==> config.mk <==
export PLATFORM = sky130hd
export DESIGN_NAME = mt_stage_sched
export DESIGN_NICKNAME = d
export VERILOG_FILES = /design/src/rtl/mts_pkg.sv /design/src/rtl/mts_ctx_slot.sv /design/src/rtl/mts_rr_arbiter.sv /design/src/rtl/mt_stage_sched.sv
export SDC_FILE = /design/constraint.sdc
export NUM_CORES = 1
export LEC_CHECK = 0
export CAP_MARGIN = 20
export CORE_MARGIN = 2
export CORE_UTILIZATION = 57
export DETAILED_ROUTE_END_ITERATION = 16
export DONT_BUFFER_PORTS = 1
export PLACE_DENSITY = 0.83
export SYNTH_ARGS = -nofsm -noshare
export SYNTH_HDL_FRONTEND = slang
export SYNTH_SLANG_ARGS = --single-unit
==> constraint.sdc <==
create_clock -name clk -period 2.45 [get_ports clk]
set_clock_uncertainty 0.15 [all_clocks]
set_input_delay 0.6125 -clock clk [delete_from_list [all_inputs] [get_ports clk]]
set_output_delay 0.6125 -clock clk [all_outputs]
set_load 0.03 [all_outputs]
==> src/rtl/mts_pkg.sv <==
package mts_pkg;

    localparam int MTS_THREADS = 4;
    localparam int MTS_DATA_W  = 16;

    typedef enum logic [1:0] {
        CTX_FREE = 2'd0,
        CTX_WAIT = 2'd1,
        CTX_DONE = 2'd2
    } ctx_state_e;

    function automatic logic slot_busy(ctx_state_e s);
        return s != CTX_FREE;
    endfunction

endpackage

==> src/rtl/mts_ctx_slot.sv <==
module mts_ctx_slot
    import mts_pkg::*;
#(
    parameter int DATA_W = MTS_DATA_W
) (
    input  logic              clk,
    input  logic              rst,
    input  logic              acc,
    input  logic              rsp_wr,
    input  logic [DATA_W-1:0] rsp_data,
    input  logic              rel,
    output ctx_state_e        state,
    output logic [DATA_W-1:0] result
);

    always_ff @(posedge clk) begin
        if (rst) begin
            state  <= CTX_FREE;
            result <= '0;
        end else begin
            case (state)
                CTX_FREE: if (acc) state <= CTX_WAIT;
                CTX_WAIT: if (rsp_wr) begin
                    state  <= CTX_DONE;
                    result <= rsp_data;
                end
                CTX_DONE: if (rel) state <= CTX_FREE;
                default:  state <= CTX_FREE;
            endcase
        end
    end

    // a slot only takes new work when it is free
    p_accept_free_r2: assert property (@(posedge clk) disable iff (rst)
        acc |-> state == CTX_FREE);

    // only a completed slot is released downstream
    p_release_done_r4: assert property (@(posedge clk) disable iff (rst)
        rel |-> state == CTX_DONE);

    // an answer to a slot that is not waiting leaves its result untouched
    p_stray_ignored_r8: assert property (@(posedge clk) disable iff (rst)
        (rsp_wr && state != CTX_WAIT) |=> $stable(result));

endmodule

==> src/rtl/mts_rr_arbiter.sv <==
module mts_rr_arbiter #(
    parameter int N     = 4,
    localparam int ID_W = $clog2(N)
) (
    input  logic            clk,
    input  logic            rst,
    input  logic [N-1:0]    req,
    input  logic            take,
    output logic            any,
    output logic [ID_W-1:0] gidx
);

    logic [ID_W-1:0] ptr;
    logic [ID_W-1:0] pick;
    logic [ID_W-1:0] lock_idx;
    logic            locked;

    always_comb begin
        logic found;
        logic [ID_W-1:0] idx;
        found = 1'b0;
        pick  = '0;
        for (int k = 0; k < N; k++) begin
            idx = ID_W'((int'(ptr) + k) % N);
            if (!found && req[idx]) begin
                pick  = idx;
                found = 1'b1;
            end
        end
    end

    assign any  = |req;
    assign gidx = locked ? lock_idx : pick;

    always_ff @(posedge clk) begin
        if (rst) begin
            ptr      <= '0;
            locked   <= 1'b0;
            lock_idx <= '0;
        end else if (any && take) begin
            ptr    <= ID_W'((int'(gidx) + 1) % N);
            locked <= 1'b0;
        end else if (any) begin
            locked   <= 1'b1;
            lock_idx <= gidx;
        end
    end

    // the granted thread always has a completed result
    p_grant_valid_r6: assert property (@(posedge clk) disable iff (rst)
        any |-> req[gidx]);

endmodule

==> src/rtl/mt_stage_sched.sv <==
module mt_stage_sched
    import mts_pkg::*;
#(
    parameter int N      = MTS_THREADS,
    parameter int DATA_W = MTS_DATA_W,
    localparam int TID_W = $clog2(N)
) (
    input  logic              clk,
    input  logic              rst,
    input  logic              in_valid,
    output logic              in_ready,
    input  logic [TID_W-1:0]  in_tid,
    input  logic [DATA_W-1:0] in_data,
    output logic              op_req_valid,
    input  logic              op_req_ready,
    output logic [TID_W-1:0]  op_req_tid,
    output logic [DATA_W-1:0] op_req_data,
    input  logic              op_rsp_valid,
    input  logic [TID_W-1:0]  op_rsp_tid,
    input  logic [DATA_W-1:0] op_rsp_data,
    output logic              out_valid,
    input  logic              out_ready,
    output logic [TID_W-1:0]  out_tid,
    output logic [DATA_W-1:0] out_data
);

    ctx_state_e        st  [N];
    logic [DATA_W-1:0] res [N];
    logic [N-1:0]      done_vec;
    logic              busy_in;
    logic              accept;
    logic              deliver;
    logic [TID_W-1:0]  gidx;

    assign busy_in      = slot_busy(st[in_tid]);
    assign in_ready     = !busy_in && op_req_ready;
    assign op_req_valid = in_valid && !busy_in;
    assign op_req_tid   = in_tid;
    assign op_req_data  = in_data;
    assign accept       = in_valid && in_ready;
    assign deliver      = out_valid && out_ready;

    for (genvar i = 0; i < N; i++) begin : g_slot
        mts_ctx_slot #(.DATA_W(DATA_W)) u_slot (
            .clk      (clk),
            .rst      (rst),
            .acc      (accept && in_tid == TID_W'(i)),
            .rsp_wr   (op_rsp_valid && op_rsp_tid == TID_W'(i)),
            .rsp_data (op_rsp_data),
            .rel      (deliver && gidx == TID_W'(i)),
            .state    (st[i]),
            .result   (res[i])
        );
        assign done_vec[i] = st[i] == CTX_DONE;
    end

    mts_rr_arbiter #(.N(N)) u_arb (
        .clk  (clk),
        .rst  (rst),
        .req  (done_vec),
        .take (out_ready),
        .any  (out_valid),
        .gidx (gidx)
    );

    assign out_tid  = gidx;
    assign out_data = res[gidx];

    // nothing is offered right after reset
    p_reset_empty_r1: assert property (@(posedge clk)
        rst |=> !out_valid);

    // every accepted item is presented to the operator
    p_req_on_accept_r3: assert property (@(posedge clk) disable iff (rst)
        accept |-> (op_req_valid && op_req_ready));

    // a stalled output keeps its thread and value
    p_out_hold_r7: assert property (@(posedge clk) disable iff (rst)
        (out_valid && !out_ready) |=> (out_valid && $stable(out_tid) && $stable(out_data)));

endmodule

==> impl_metrics.py <==
metrics = {
    "run_status": {
        "status": "finished with violations",
        "violations": "negative setup slack",
    },
    "grt": {
        "antenna_found_initial": 0,
        "grt-ovfl-total": 0,
        "grt_pass1_wl_um": 15800,
        "grt_pass1_vias": 3304,
        "grt.total_usage": 0.277,
        "grt_max_degree": 79,
    },
    "placement": {
        "placed_area_um2": 4120,
        "hpwl_um": 6160,
        "port_buffers": 0,
        "place.gp.congestion": 0.936,
    },
    "critical_path": {
        "start_kind": "register",
        "end_kind": "primary output",
        "cp.required_ns": 1.69,
        "critPathKind": "reg -> out",
        "r2r_cells": 8,
        "critical_path_arrival_ns": 2.41,
        "critPathMaxFanout": 17,
    },
    "drt": {
        "via_count": 3238,
        "drc": 0,
        "vias_per_cell": 5.97,
        "ant_nets": 0,
        "drt_iter0_markers": 411,
        "wirelength_um": 9660,
        "wl_per_cell_um": 17.8,
        "firstDrtPassIters": 4,
    },
    "synthesis": {
        "netlist_area_um2": 3730,
        "syn-num-nets": 499,
        "seq_area_frac_synth": 0.413,
        "synth_top_cell_by_area": "dfxtp_1",
        "synthCells": 457,
        "yosysUniqueCellTypes": 45,
        "synth_seq_cells": 77,
        "yosysTopAreaCellShare": 0.413,
        "ys_warn_count": 0,
        "postSynthAreaPerCell_um2": 8.17,
        "synth_area_leaders": "dfxtp_1 41%, nand2_1 13%, mux2i_1 13%",
    },
    "sta": {
        "setup_viol": 18,
        "max_freq_mhz": 315,
        "fin_tns_setup_ns": -11.72,
        "slew_headroom": 0.666,
        "tightest_slew_ns": 0.500,
        "setup_slack_ns": -0.721,
        "hold_viol_final": 0,
        "holdWs_ns": 0.170,
        "fin_crit_ns": 3.17,
        "period_share": 1.29,
        "grt_setup_unrepaired": "true",
        "maxSlewViolCount": 0,
    },
    "final_layout": {
        "area_growth_pct": 20.4,
        "fin_area_um2": 4490,
        "regArea_um2": 1550,
        "nFillCells": 441,
        "diodes": 0,
        "multi_input_area_um2": 2280,
        "nets": 502,
        "drive_above_1_share": 0.273,
    },
    "flow_run": {
        "max_cap_violations": 0,
    },
    "cts": {
        "clock-sinks": 77,
        "ctsHoldBuffers": 0,
        "cts_buffers": 9,
        "h-tree-depth": 3,
        "insertion_delay_ns": 0.36,
        "cts_root_buf": "clkbuf_8",
        "cts_tree": "built",
        "clkTransAtPathRegs_ns": 0.08,
        "cts_max_path_buffers": 2,
    },
    "power_and_ir_drop": {
        "p_per_area_nw_per_um2": 502,
        "power.leakage_nw": 1.43,
        "peakVddDrop_uv": 417,
    },
    "die": {
        "dieArea_um2": 7210,
        "floorplan.initialDensity": 0.588,
        "rows": 29,
        "chipWidth_um": 84.9,
        "ios": 81,
        "fp.coreArea_um2": 6350,
        "die_y_um": 84.9,
    },
    "worst_hold_path": {
        "hold_path.class": "in -> reg",
        "holdPathStages": 1,
    },
}
cell usage after synthesis, drive strengths merged:
master	number
and2b	1
or3	1
a311oi	1
or3b	2
nand3	4
nand2b	6
a221oi	1
or4	1
buf	27
o221ai	1
clkbuf	20
dfxtp	77
nor2	11
nor4b	3
a311o	1
a211oi	3
o32a	1
o32ai	1
o31a	1
a31oi	3
mux2i	50
a21oi	72
a221o	1
nand4	2
and2	4
o21ai	4
nor3	4
o31ai	1
nand2	134
nor2b	5
inv	6
nor4	2
nor3b	2
and3	1
nand3b	3
cell usage in the layout, fill, tap and decap left out, types with 2 or more instances in the layout:
master    synthesis  routed
mux2i_2           0      21
nor3b_2           1       2
o21ai_0           4       3
nor2_1           11      11
and2_4            0       2
nand4_1           2       2
nand3_1           4       4
nor4b_1           2       2
inv_1             5       5
dfxtp_2           0       6
buf_12            2       4
a21oi_1          72      70
nand2b_4          0       5
nor3_1            4       4
buf_6             2       4
mux2i_4           0      20
nand3b_1          3       3
a211oi_2          2       2
a31oi_1           3       3
mux2i_1          50       9
buf_4            19      30
nor2b_1           5       4
clkbuf_8          0      10
dfxtp_1          77      70
nand2_1         134     134
and2_1            4       2
clkinv_2          0       2
or3b_2            2       2
repair_timing:
action,4_1_cts,5_1_grt
setup endpoints to repair,20,21
endpoints found under the hold margin,0,0
pin swaps,1,2
gates resized for setup,26,20
buffers inserted,3,2
cloned,1,0
logic make-up (layout without fill, tap and decap cells):
group	count (synthesis)	after routing	share of synthesized area
mux	50	50	0.134
buf+inv	53	61	0.0895
flops	77	77	0.413
compound gates	91	91	0.141
simple gates	186	186	0.223
area by class of cell:
cell class	count	area share
multi-input cells	327	0.507
flip-flops and latches	77	0.345
repair buffers	39	0.0813
clock buffers	11	0.0315
well taps	77	0.0214
clock inverters	5	0.00780
inverters	6	0.00557
per-stage QoR:
step                setup WS (ns)  cells  total power (W)   util
floorplan                  -0.196    457          0.00145      -
global placement           -0.296    522          0.00139  0.648
detailed placement         -0.368    522          0.00139  0.648
CTS                        -0.696    542          0.00226  0.698
global route               -0.787    542          0.00232  0.708
finish                     -0.721    542          0.00225  0.708
sequential cells by signal (all words and copies together), names as in the netlist:
signal	count
g_slot.u_slot.result	64
u_arb.lock_idx	2
u_arb.ptr	2
g_slot.u_slot.state	8
u_arb.locked	1
critical path, cell delays in order, from the launching register on:
cell      delay [ns]
dfxtp_2         0.36
nand2b_4        0.16
or3_1           0.37
a211oi_2        0.21
a221o_2         0.24
buf_12          0.23
mux2i_2         0.31
mux2i_4         0.16
power breakdown:
group | switching [W] | internal [W]
registers | 0.00000559 | 0.00126
clock network | 0.000477 | 0.000397
logic | 0.0000617 | 0.0000565
path summary, 6_finish.rpt:
path,startpoint,slack [ns],end
worst min-delay path,rst,0.17,g_slot[3].u_slot.state[1]$_SDFFE_PP0P_
worst min register to register,g_slot[1].u_slot.result[14]$_SDFFE_PP0P_,0.30,g_slot[1].u_slot.result[14]$_SDFFE_PP0P_
worst max register to register,g_slot[0].u_slot.state[1]$_SDFFE_PP0P_,0.05,u_arb.ptr[1]$_SDFFE_PP0P_
worst max-delay path,g_slot[0].u_slot.state[0]$_SDFFE_PP0P_,-0.72,out_data[10]
per-layer routing:
metal	wire, um	global-route usage	up-vias
li1	-	-	1536
met5	0	0	-
met4	341	0.157	0
met3	617	0.0691	32
met1	3770	0.319	1549
met2	4930	0.471	121
Note: power is estimated with default switching activity, not from simulation.
